`src/rtl/dp_arb_pkg.sv`:
```
package dp_arb_pkg;
  typedef enum logic {
    OWN_LEFT  = 1'b0,
    OWN_RIGHT = 1'b1
  } owner_e;

  localparam int unsigned NPORT = 2;
  localparam int unsigned PL    = 0;
  localparam int unsigned PR    = 1;
endpackage

```
`src/rtl/dp_addr_match.sv`:
```
module dp_addr_match #(
  parameter int unsigned AW = 16
) (
  input  logic          a_en_i,
  input  logic [AW-1:0] a_addr_i,
  input  logic          b_en_i,
  input  logic [AW-1:0] b_addr_i,
  output logic          match_o
);
  assign match_o = a_en_i & b_en_i & (a_addr_i == b_addr_i);
endmodule

```
`src/rtl/dp_port_track.sv`:
```
module dp_port_track #(
  parameter int unsigned AW = 16
) (
  input  logic          clk_i,
  input  logic          rst_ni,
  input  logic          en_i,
  input  logic [AW-1:0] addr_i,
  output logic          chg_o
);
  logic          en_q;
  logic [AW-1:0] addr_q;

  always_ff @(posedge clk_i or negedge rst_ni) begin
    if (!rst_ni) begin
      en_q   <= 1'b0;
      addr_q <= '0;
    end else begin
      en_q   <= en_i;
      addr_q <= addr_i;
    end
  end

  // access differs from last cycle: counts as a late arrival
  assign chg_o = (en_i != en_q) | (addr_i != addr_q);
endmodule

```
`src/rtl/dp_owner_ctl.sv`:
```
module dp_owner_ctl
  import dp_arb_pkg::*;
(
  input  logic   clk_i,
  input  logic   rst_ni,
  input  logic   master_i,
  input  logic   match_i,
  input  logic   l_chg_i,
  input  logic   r_chg_i,
  output owner_e owner_o
);
  logic   coll_q;
  owner_e owner_q;
  owner_e fresh;

  // right wins only if it was settled and left moved; ties go left
  assign fresh   = (l_chg_i && !r_chg_i) ? OWN_RIGHT : OWN_LEFT;
  assign owner_o = coll_q ? owner_q : fresh;

  always_ff @(posedge clk_i or negedge rst_ni) begin
    if (!rst_ni) begin
      coll_q  <= 1'b0;
      owner_q <= OWN_LEFT;
    end else begin
      coll_q  <= master_i & match_i;
      owner_q <= owner_o;
    end
  end
endmodule

```
`src/rtl/dp_wr_gate.sv`:
```
module dp_wr_gate (
  input  logic en_i,
  input  logic we_i,
  input  logic inhibit_i,
  output logic we_o
);
  assign we_o = we_i & en_i & ~inhibit_i;
endmodule

```
`src/rtl/dp_busy_arb.sv`:
```
module dp_busy_arb
  import dp_arb_pkg::*;
#(
  parameter int unsigned AW = 16
) (
  input  logic          clk_i,
  input  logic          rst_ni,
  input  logic          master_i,
  input  logic          l_en_i,
  input  logic [AW-1:0] l_addr_i,
  input  logic          l_we_i,
  input  logic          l_inh_ni,
  input  logic          r_en_i,
  input  logic [AW-1:0] r_addr_i,
  input  logic          r_we_i,
  input  logic          r_inh_ni,
  output logic          l_busy_o,
  output logic          r_busy_o,
  output logic          l_we_o,
  output logic          r_we_o
);
  logic              match;
  owner_e            owner;
  logic [NPORT-1:0]  en, we, inh_n, chg, lose, inhibit, we_g;
  logic [AW-1:0]     addr [NPORT];

  assign en[PL]    = l_en_i;
  assign en[PR]    = r_en_i;
  assign we[PL]    = l_we_i;
  assign we[PR]    = r_we_i;
  assign inh_n[PL] = l_inh_ni;
  assign inh_n[PR] = r_inh_ni;
  assign addr[PL]  = l_addr_i;
  assign addr[PR]  = r_addr_i;

  dp_addr_match #(.AW(AW)) u_match (
    .a_en_i  (l_en_i),
    .a_addr_i(l_addr_i),
    .b_en_i  (r_en_i),
    .b_addr_i(r_addr_i),
    .match_o (match)
  );

  dp_owner_ctl u_owner (
    .clk_i   (clk_i),
    .rst_ni  (rst_ni),
    .master_i(master_i),
    .match_i (match),
    .l_chg_i (chg[PL]),
    .r_chg_i (chg[PR]),
    .owner_o (owner)
  );

  assign lose[PL] = master_i & match & (owner == OWN_RIGHT);
  assign lose[PR] = master_i & match & (owner == OWN_LEFT);

  for (genvar p = 0; p < NPORT; p++) begin : g_port
    dp_port_track #(.AW(AW)) u_track (
      .clk_i (clk_i),
      .rst_ni(rst_ni),
      .en_i  (en[p]),
      .addr_i(addr[p]),
      .chg_o (chg[p])
    );

    assign inhibit[p] = master_i ? lose[p] : ~inh_n[p];

    dp_wr_gate u_gate (
      .en_i     (en[p]),
      .we_i     (we[p]),
      .inhibit_i(inhibit[p]),
      .we_o     (we_g[p])
    );
  end

  assign l_busy_o = ~lose[PL];
  assign r_busy_o = ~lose[PR];
  assign l_we_o   = we_g[PL];
  assign r_we_o   = we_g[PR];
endmodule

```
`config.mk`:
```
export PLATFORM = sky130hd
export DESIGN_NAME = dp_busy_arb
export DESIGN_NICKNAME = d
export VERILOG_FILES = /design/src/rtl/dp_arb_pkg.sv /design/src/rtl/dp_addr_match.sv /design/src/rtl/dp_port_track.sv /design/src/rtl/dp_owner_ctl.sv /design/src/rtl/dp_wr_gate.sv /design/src/rtl/dp_busy_arb.sv
export SDC_FILE = /design/constraint.sdc
export NUM_CORES = 1
export LEC_CHECK = 0
export ABC_AREA = 0
export BUFFER_PORTS_ARGS = -buffer_cell sky130_fd_sc_hd__buf_2
export CORE_ASPECT_RATIO = 0.7
export CORE_MARGIN = 2
export CORE_UTILIZATION = 50
export CTS_BUF_LIST = sky130_fd_sc_hd__clkbuf_8
export DETAILED_ROUTE_END_ITERATION = 7
export PLACE_DENSITY = 0.78
export SETUP_SLACK_MARGIN = 0.05
export SYNTH_ARGS = -nofsm -noshare
export SYNTH_HDL_FRONTEND = slang
export SYNTH_SLANG_ARGS = --single-unit
```
`constraint.sdc`:
```
create_clock -name clk_i -period 1.7 [get_ports clk_i]
set_input_delay 0.17 -clock clk_i [delete_from_list [all_inputs] [get_ports clk_i]]
set_output_delay 0.17 -clock clk_i [all_outputs]
set_load 0.1 [all_outputs]
```
==> results of run 1 <==
-- final timing paths --
| path | from | endpoint | slack [ns] |
|---|---|---|---|
| setup / recovery | g_port[0].u_track.addr_q[13] | l_we_o | -0.56 |
| hold / removal | l_addr_i[7] | g_port[0].u_track.addr_q[7] | 0.04 |
| setup reg to reg | g_port[0].u_track.addr_q[13] | u_owner.owner_q | 0.13 |
| hold reg to reg | u_owner.owner_q | u_owner.owner_q | 0.66 |
| max in group asynchronous | rst_ni | g_port[0].u_track.addr_q[1] | 0.70 |
| min in group asynchronous | rst_ni | g_port[0].u_track.addr_q[13] | 0.50 |
-- power groups by stage --
stage          clock network, mW  registers, mW  logic, mW
2_1_floorplan                  0          0.929      0.134
3_3_place_gp                   0          0.931      0.297
3_5_place_dp                   0          0.933      0.306
4_1_cts                    0.545          0.917      0.315
5_1_grt                    0.581          0.921      0.348
6_report                   0.535          0.917      0.318
-- state kept, by name, indices dropped and copies added (netlist names) --
name	flops
g_port.u_track.addr_q	32
g_port.u_track.en_q	2
u_owner.coll_q	1
u_owner.owner_q	1
-- routing by layer --
| layer | part of all wire [%] | GRT usage [%] |
|---|---|---|
| met1 | 45 | 28.8 |
| met2 | 47 | 34.9 |
| met3 | 6.0 | 8.03 |
| met4 | 1.8 | 6.73 |
| met5 | 0 | 0 |
-- logic make-up (layout without fill, tap and decap cells) --
kind of cell           Yosys count  count (layout)  synth area share [%]
flip-flops                      36              36                  59.3
buffers and inverters            1              80                 0.247
XOR/XNOR                        50              50                  28.8
AO/OA/AOI/OAI                    5               5                  2.63
AND/OR/NAND/NOR                 20              20                  9.05
-- layout by cell type, fill, tap and decap left out --
master	n
xnor2_1	40
buf_2	40
dfrtp_1	36
buf_4	28
nand4_1	11
xor2_1	8
clkbuf_8	5
buf_12	4
nor3_1	2
xnor2_2	2
or4_4	1
nor4_4	1
nor4_1	1
nand3_2	1
nor3_2	1
a32o_2	1
inv_2	1
or2_4	1
nand2_2	1
o211ai_1	1
a21oi_4	1
o211a_1	1
o21a_2	1
dlygate4sd3_1	1
buf_6	1
-- cell type report --
cell class              instances  area share (%)
flip-flops and latches         36            41.1
clock buffers                   5            3.14
repair buffers                 74            23.4
well taps                      36            2.06
multi-input cells              75            30.1
inverters                       1           0.171
-- metrics by stage --
step	cell area, µm²	TNS [ns]	power (mW)	utilization [%]
global route	2190	-2.37	1.85	77.0
CTS	2170	-2.05	1.78	76.3
finish	2190	-2.03	1.77	77.0
detailed placement	2050	-1.63	1.24	72.2
global placement	2050	-1.29	1.23	72.2
floorplan	1540	-0.590	1.06	-
-- timing repair --
item	CTS	global route
gates cloned	0	0
hold buffers	1	0
gates resized for setup	10	3
hold endpoints to repair	36	0
endpoints found under the setup margin	5	5
pin swaps	2	1
==> summary.md, run 1 <==
| Metric | Value |
|---|---|
| Status | `complete, but fails checks` |
| Failing checks | `negative setup slack` |
| Post-layout minimum cycle time | `2.26 ns` |
| Reg2reg path depth | `6` |
| Post-synth ARST share | `100%` |
| Cells along the critical path | `xnor2_2, nand3_2, nor3_2, nand4_1, a32o_2, buf_6, a21oi_4, buf_12` |
| Slew Viols, Final | `0` |
| Top cells by area, synth | `dfrtp_1 59%, xnor2_1 24%, xor2_1 4.6%, nand4_1 4.5%, nor4_4 1.4%` |
| TritonRoute pass-1 iters | `4` |
| Sw Share | `24.9%` |
| Die area | `3500 µm²` |
| Post-synthesis register bit count | `36` |
| Via count | `1119` |
| Dpl cells | `221` |
| Share of post-route cells with drive strength above 1 | `47.1%` |
| First-pass GRT wire length | `5.68 mm` |
| Largest net degree at the start of global routing | `37` |
| Max IR drop VDD | `0.557 mV` |
| TritonCTS buffer count | `5` |
| Register area share after synthesis | `59.3%` |
| DRT iter0 DRCs | `45` |
| Pint | `1.33 mW` |
| Cell Area, Synth | `1520 µm²` |
| Worst min-delay path category | `primary input to flip-flop` |
| Hold slack | `0.0383 ns` |
| Max-cap viol count | `0` |
| Synthesis-to-layout area growth | `44.0%` |
| Critical Path Sink Type | `output pin` |
| CP Depth | `8` |
| Die Span Y | `50.1 µm` |
| Yosys synthesis warning count | `0` |
| Ports | `45` |
| Multi-input logic area | `659 µm²` |
| Vias in the first global route | `1210` |
| Worst skew pair latency | `0.29 ns` |
| Antenna violations before repair | `0` |
| Wirelength per Cell | `14.9 µm` |
| Setup Skew | `0.00251 ns` |
| Synth unique cells | `17` |
| H-tree depth | `2` |
| Final hold vios | `0` |
| CP delay by family, top | `simple AND/OR/NAND/NOR gates` |
| RSZ-0062 raised after global routing | `yes` |
| Startpoint Class | `flip-flop` |
| DP Worst Slack | `-0.462 ns` |
| Starting Density | `53.5%` |
| CORE AREA | `2840 µm²` |
| Worst Hold Path Cells | `1` |
| Total track usage | `22.0%` |
| Synth Instances | `112` |
| Post-CTS Repair Setup Buffers | `0` |
| WS Path Type | `flip-flop to output pin` |
| Remaining Overflow, GRT | `0` |
| Post-synth EDFFs | `0` |
| Final setup viols | `4` |
| Number of diodes | `0` |
| Number of routed nets with antenna violations | `0` |
| CTS root buffer | `clkbuf_8` |
| Final #Nets | `234` |
| Num rows | `16` |
| Share of Yosys cell area claimed by the top area cell type | `59.3%` |
| Most frequent cell after synthesis | `xnor2_1` |
| Final Wtd Congestion | `0.776` |
| Clock net sink count | `36` |
| Clock-pin slew on the worst setup and hold paths | `0.06 ns` |
| Slew margin rel. | `47.5%` |
| Switching power | `441 µW` |
| Syn nets | `153` |
| Predominant post-synthesis flop cell | `dfrtp_1` |
| Port Buffers | `44` |
| Synth Area per Inst | `13.6 µm²` |
| Vias per std cell | `4.93` |
| Final worst slack | `-0.557 ns` |
| WP data required | `1.53 ns` |
| Fillers | `193` |
| Register Area | `901 µm²` |
| Pwr dens | `808 nW/µm²` |
| Combinational share of power | `18.0%` |
| LEAKAGE | `0.978 nW` |
| Leading area contributor after synthesis | `dfrtp_1` |
| Clock network fraction of total power | `30.2%` |
| Slowest cell on crit path | `dfrtp_1` |
| Worst slew pin tran | `0.787 ns` |
| Final non-filler cell total | `227` |
| Peak Freq | `443 MHz` |
| Final wirelength | `3.37 mm` |
| Data arrival time of the worst path | `2.09 ns` |
| Final period utilization | `133%` |
| Crit path buffers/inverters | `2` |
| Commonest cells post-synth | `42 x xnor2_1, 36 x dfrtp_1, 11 x nand4_1` |
| Seq pwr share | `51.8%` |
| CTS tree | `done` |
| HPWL after DPL | `2.61 mm` |
| CTS Buffer Depth | `2` |
| Crit-path max FO | `3` |
| # DRC | `0` |
| Die width | `69.9 µm` |
| CP max stage delay | `0.39 ns` |
No activity file was read; power rests on OpenSTA's default activity.
==> inputs of run 2 (changes only) <==
--- a/config.mk
+++ b/config.mk
@@ -15,4 +15,5 @@
 export PLACE_DENSITY = 0.78
 export SETUP_SLACK_MARGIN = 0.05
+export SLEW_MARGIN = 20
 export SYNTH_ARGS = -nofsm -noshare
 export SYNTH_HDL_FRONTEND = slang
==> constraint.sdc (replaced) <==
create_clock -name clk_i -period 1.7 [get_ports clk_i]
set_input_delay 0.34 -clock clk_i [delete_from_list [all_inputs] [get_ports clk_i]]
set_output_delay 0.34 -clock clk_i [all_outputs]
set_load 0.1 [all_outputs]
==> summary.md, run 2 (synthesis results as in run 1) <==
| Metric | Value |
|---|---|
| CTS root buffer | `clkbuf_8` |
| Num rows | `16` |
| Most frequent cells in the layout | `40 x buf_2, 37 x xnor2_1, 36 x dfrtp_1` |
| Final period utilization | `143%` |
| Startpoint Class | `flip-flop` |
| Vias per std cell | `4.84` |
| Biggest regs | `g_port.u_track.addr_q: 32 flops, g_port.u_track.en_q: 2 flops` |
| Largest register by flop count | `g_port.u_track.addr_q` |
| Pwr dens | `814 nW/µm²` |
| Ports | `45` |
| CTS tree | `done` |
| Slowest cell on crit path | `dfrtp_1` |
| Final hold vios | `0` |
| Final #Nets | `232` |
| Critical Path Sink Type | `output pin` |
| Final Wtd Congestion | `0.786` |
| Multi-input logic area | `683 µm²` |
| Max IR drop VDD | `0.666 mV` |
| Reg2reg path depth | `6` |
| Total track usage | `22.4%` |
| Die area | `3500 µm²` |
| CP max stage delay | `0.39 ns` |
| Fillers | `191` |
| Number of diodes | `0` |
| # DRC | `0` |
| Largest net degree at the start of global routing | `37` |
| CORE AREA | `2840 µm²` |
| Setup Skew | `0.0101 ns` |
| Remaining Overflow, GRT | `0` |
| Worst skew pair latency | `0.29 ns` |
| Power, Total | `1.80 mW` |
| Cells along the critical path | `xnor2_2, nand3_1, nor3_2, nand4_1, a32o_2, buf_6, a21oi_4, buf_12` |
| Die Span Y | `50.1 µm` |
| Port Buffers | `44` |
| Post-layout minimum cycle time | `2.43 ns` |
| Status | `complete, but fails checks` |
| Final setup viols | `4` |
| RR Endpoint | `u_owner.owner_q` |
| Worst R2R Start | `g_port[0].u_track.addr_q[13]` |
| Max reg flops | `32` |
| TritonCTS buffer count | `5` |
| Hold slack | `0.0829 ns` |
| Final Util | `77.6%` |
| Synthesis-to-layout area growth | `45.0%` |
| DP Worst Slack | `-0.799 ns` |
| Vias in the first global route | `1248` |
| Slew margin rel. | `70.7%` |
| HPWL after DPL | `2.63 mm` |
| Final worst slack | `-0.735 ns` |
| Antenna violations before repair | `0` |
| LEAKAGE | `0.995 nW` |
| Failing checks | `negative setup slack` |
| First-pass GRT wire length | `5.88 mm` |
| Data arrival time of the worst path | `2.09 ns` |
| Share of post-route cells with drive strength above 1 | `48.2%` |
| H-tree depth | `2` |
| Final wirelength | `3.38 mm` |
| Clock net sink count | `36` |
| RSZ-0062 raised after global routing | `yes` |
| Max-cap viol count | `0` |
| Hold buffer count at CTS | `0` |
| Worst slew pin tran | `0.439 ns` |
| Worst min-delay path category | `primary input to async pin` |
| Clock-pin slew on the worst setup and hold paths | `0.07 ns` |
| Final non-filler cell total | `227` |
| TritonRoute pass-1 iters | `4` |
| Starting Density | `53.5%` |
| Crit-path max FO | `3` |
| WS Path Type | `flip-flop to output pin` |
| Post-CTS Repair Setup Buffers | `0` |
| Dpl cells | `220` |
| CTS Buffer Depth | `2` |
| Die width | `69.9 µm` |
| Via count | `1099` |
| DRT iter0 DRCs | `40` |
| Commonest non-fill, non-tap cell in the layout | `buf_2` |
| Register Area | `901 µm²` |
| R2R setup slack | `0.11 ns` |
| WP data required | `1.36 ns` |
| Number of routed nets with antenna violations | `0` |
| Peak Freq | `411 MHz` |
| Slew Viols, Final | `0` |
| Wirelength per Cell | `14.9 µm` |
[run 2: cell types whose count changed in the layout (fill, tap and decap cells not counted), sizes merged]
| cell | previous run | this run |
|---|---|---|
| buf | 73 | 72 |
| clkinv | 0 | 1 |
| dlygate4sd3 | 1 | 0 |
| inv | 1 | 2 |
[run 2: layout make-up]
type | instances | share of cell area [%]
multi-input combinational | 75 | 31.0
clock buffer | 5 | 3.12
tap | 36 | 2.04
timing repair buffer | 72 | 22.4
inverter | 1 | 0.170
clock inverter | 2 | 0.397
sequential | 36 | 40.9
[run 2: how the worst max path moves through the flow]
| stage | start | to | slack, ns | cells past startpoint |
|---|---|---|---|---|
| floorplan | l_addr_i[12] | r_busy_o | -0.47 | 6 |
| global placement | l_addr_i[13] | r_busy_o | -0.75 | 9 |
| detailed placement | l_addr_i[13] | l_we_o | -0.80 | 10 |
| CTS | g_port[0].u_track.addr_q[1] | l_we_o | -0.74 | 8 |
| global route | g_port[0].u_track.addr_q[13] | l_we_o | -0.83 | 8 |
| finish | g_port[0].u_track.addr_q[13] | l_we_o | -0.73 | 8 |
[run 2: metal layers]
layer / vias to the layer above / track usage [%] / share of wire [%]
met5: - / 0 / 0
met4: 0 / 6.73 / 0.80
met3: 5 / 5.62 / 4.0
met2: 26 / 37.1 / 49
met1: 533 / 29.6 / 46
li1: 535 / - / -
[run 2: worst max-delay path, delay by kind of cell (launching register included)]
kind | cells | cell delay (ns)
xor gates and xnor gates | 1 | 0.17
DFF | 1 | 0.39
AOI/OAI and AO/OA | 2 | 0.45
buffers and inverters | 2 | 0.32
and+or+nand+nor | 3 | 0.47
[run 2: what timing repair did]
| action | 4_1_cts | 5_1_grt |
|---|---|---|
| pin swaps | 6 | 2 |
| setup endpoints to repair | 5 | 5 |
| gates resized for setup | 13 | 0 |
[run 2: report_power, final]
part	total (mW)	switching, mW	internal [mW]
clock	0.557	0.285	0.272
combinational	0.320	0.151	0.170
sequential	0.917	0.0197	0.898
total	1.79	0.456	1.34
[run 2: stage by stage]
stage	setup TNS (ns)	area [µm²]
6_report	-2.74	2200
5_1_grt	-3.10	2200
4_1_cts	-2.78	2200
3_5_place_dp	-3.34	2070
3_3_place_gp	-3.04	2070
2_1_floorplan	-1.76	1570
==> inputs of run 3 (changes only) <==
Settings changed: ABC_AREA 0 to 1, PLACE_DENSITY 0.78 to 0.75.
==> summary.md, run 3 <==
| Metric | Value |
|---|---|
| Status | `complete, but fails checks` |
| Failing checks | `negative setup slack` |
| Vias in the first global route | `1459` |
| Commonest non-fill, non-tap cell in the layout | `nand2_1` |
| Synth Instances | `242` |
| Worst slew pin tran | `0.409 ns` |
| Critical Path Sink Type | `output pin` |
| Post-route cell area | `2510 µm²` |
| Post-synthesis register bit count | `36` |
| RR Endpoint | `u_owner.owner_q` |
| Reg2reg path depth | `8` |
| Syn nets | `283` |
| CTS tree | `done` |
| Cell Area, Synth | `1870 µm²` |
| Slew margin rel. | `72.7%` |
| Most frequent cell after synthesis | `nand2_1` |
| Leading area contributor after synthesis | `dfrtp_1` |
| Synth unique cells | `23` |
| DRT iter0 DRCs | `72` |
| Final hold vios | `0` |
| Placed cell area | `2370 µm²` |
| CTS Buffer Depth | `2` |
| Wirelength per Cell | `11.4 µm` |
| Final worst slack | `-0.418 ns` |
| Most frequent cells in the layout | `79 x nand2_1, 40 x buf_2, 36 x dfrtp_1` |
| R2R setup slack | `0.35 ns` |
| Crit-path max FO | `3` |
| Data arrival time of the worst path | `1.78 ns` |
| Via count | `1648` |
| Crit path buffers/inverters | `1` |
| Max-cap viol count | `0` |
| Final period utilization | `125%` |
| Pwr dens | `736 nW/µm²` |
| HPWL after DPL | `3.28 mm` |
| Die Span Y | `55.2 µm` |
| Worst min-delay path category | `primary input to flip-flop` |
| # DRC | `0` |
| Die area | `4250 µm²` |
| Ports | `45` |
| Largest register by flop count | `g_port.u_track.addr_q` |
| Setup Skew | `0.00666 ns` |
| Share of post-route cells with drive strength above 1 | `28.7%` |
| Peak Freq | `472 MHz` |
| Largest net degree at the start of global routing | `21` |
| Top cells by area, synth | `dfrtp_1 48%, nand2_1 16%, inv_1 7.2%, xnor2_1 6.6%, nor2_1 6.2%` |
| Final #Nets | `351` |
| TritonRoute pass-1 iters | `4` |
| Yosys synthesis warning count | `0` |
| Final Util | `70.6%` |
| Register area share after synthesis | `48.2%` |
| H-tree depth | `2` |
| Startpoint Class | `flip-flop` |
| Max IR drop VDD | `0.603 mV` |
| Cells along the critical path | `xor2_1, nor2_1, nand2_1, nor2_2, nand3_2, nand2_4, nand2_4, a21oi_4, buf_12` |
| Share of Yosys cell area claimed by the top area cell type | `48.2%` |
| HP Start | `l_addr_i[15]` |
| LEAKAGE | `1.35 nW` |
| Final Wtd Congestion | `0.810` |
| Worst skew pair latency | `0.30 ns` |
| Slew Viols, Final | `0` |
| First-pass GRT wire length | `6.55 mm` |
| Synth Area per Inst | `7.73 µm²` |
| Biggest regs | `g_port.u_track.addr_q: 32 flops, g_port.u_track.en_q: 2 flops` |
| Remaining Overflow, GRT | `0` |
| Num rows | `18` |
| Number of diodes | `0` |
| Clock-pin slew on the worst setup and hold paths | `0.07 ns` |
| WS Path Type | `flip-flop to output pin` |
| WP data required | `1.36 ns` |
| CP delay by family, top | `simple AND/OR/NAND/NOR gates` |
| Setup TNS | `-1.55 ns` |
| Synthesis-to-layout area growth | `34.2%` |
| Post-layout minimum cycle time | `2.12 ns` |
| Starting Density | `52.6%` |
| Antenna violations before repair | `0` |
| Total track usage | `21.0%` |
| Max reg flops | `32` |
| Worst Hold Path Cells | `1` |
| Port Buffers | `44` |
| Number of routed nets with antenna violations | `0` |
| Final wirelength | `4.10 mm` |
| Worst R2R Start | `g_port[0].u_track.addr_q[5]` |
| Final setup viols | `4` |
| Predominant post-synthesis flop cell | `dfrtp_1` |
| CORE AREA | `3560 µm²` |
| Post-synth EDFFs | `0` |
| Vias per std cell | `4.58` |
| Commonest cells post-synth | `81 x nand2_1, 36 x dfrtp_1, 36 x inv_1` |
| CTS root buffer | `clkbuf_8` |
| RSZ-0062 raised after global routing | `yes` |
| Clock net sink count | `36` |
| Die width | `77.1 µm` |
| Worst hold endpoint | `g_port[0].u_track.addr_q[15]` |
| Slowest cell on crit path | `dfrtp_1` |
| Crit path top cell by count | `nand2_4` |
| Post-synth ARST share | `100%` |
| CP max stage delay | `0.37 ns` |
| TritonCTS buffer count | `5` |
[run 3: cell count changes after synthesis, moves of 2 or more]
cell     change
nand2_1     +80
inv_1       +36
nor2_1      +31
xnor2_1     -28
nand4_1      -8
nand3_1      +5
nor2_2       +4
o21ai_0      +3
nand2_2      +2
or2_2        +2
[run 3: worst max path at each step]
stage	startpoint	endpoint	slack (ns)	cells past startpoint
4_1_cts	g_port[0].u_track.addr_q[5]	r_we_o	-0.41	10
3_3_place_gp	l_addr_i[14]	r_we_o	-0.22	10
5_1_grt	g_port[0].u_track.addr_q[0]	l_we_o	-0.52	10
6_report	g_port[0].u_track.addr_q[5]	l_we_o	-0.42	9
3_5_place_dp	r_addr_i[4]	r_we_o	-0.24	14
2_1_floorplan	g_port[0].u_track.addr_q[9]	l_we_o	-0.15	8
[run 3: logic make-up after synthesis]
family,share of synthesized area [%]
AO/OA/AOI/OAI,3.48
XOR/XNOR,10.8
buffers and inverters,7.63
flip-flops,48.2
AND/OR/NAND/NOR,30.0
[run 3: final cells by class]
| cell class | instances | area, µm² |
|---|---|---|
| clock buffer | 5 | 68.8 |
| clock inverter | 2 | 12.5 |
| fill | 298 | 1050 |
| inverter | 38 | 146 |
| multi-input combinational | 168 | 897 |
| sequential | 36 | 901 |
| tap | 50 | 62.6 |
| timing repair buffer | 61 | 423 |
[run 3: repair_timing]
action / in CTS / in global routing
endpoints found under the setup margin: 4 / 4
pin swaps: 9 / 8
hold endpoints to repair: 16 / 0
hold buffers: 1 / 0
gates resized for setup: 4 / 7
setup buffers: 0 / 0
[run 3: worst register-to-register path: stages (launching register included)]
cell and delay [ns]:
dfrtp_1 0.37, xor2_1 0.14, nor2_1 0.12, nand2_1 0.08, nor2_2 0.13, nand3_2 0.11
nand2_4 0.10, nand2_4 0.08, buf_4 0.14
[run 3: routing by layer]
layer  vias up  GRT usage [%]  share of wire, %
li1        870              -                 -
met4         0           6.25              0.90
met3         5           7.14               6.9
met2        45           32.5                42
met1       728           28.7                50
met5         -              0                 0
[run 3: through the flow]
step	setup WS [ns]	hold slack (ns)	std cells	total power [mW]
floorplan	-0.152	0.0444	242	1.10
global placement	-0.219	0.295	352	1.27
detailed placement	-0.239	0.289	352	1.27
CTS	-0.414	0.181	360	1.86
global route	-0.524	0.181	360	1.95
finish	-0.418	0.185	360	1.85
[run 3: power by group]
group          internal [mW]  switching, mW
logic                  0.152          0.197
clock network          0.277          0.305
registers              0.897         0.0193
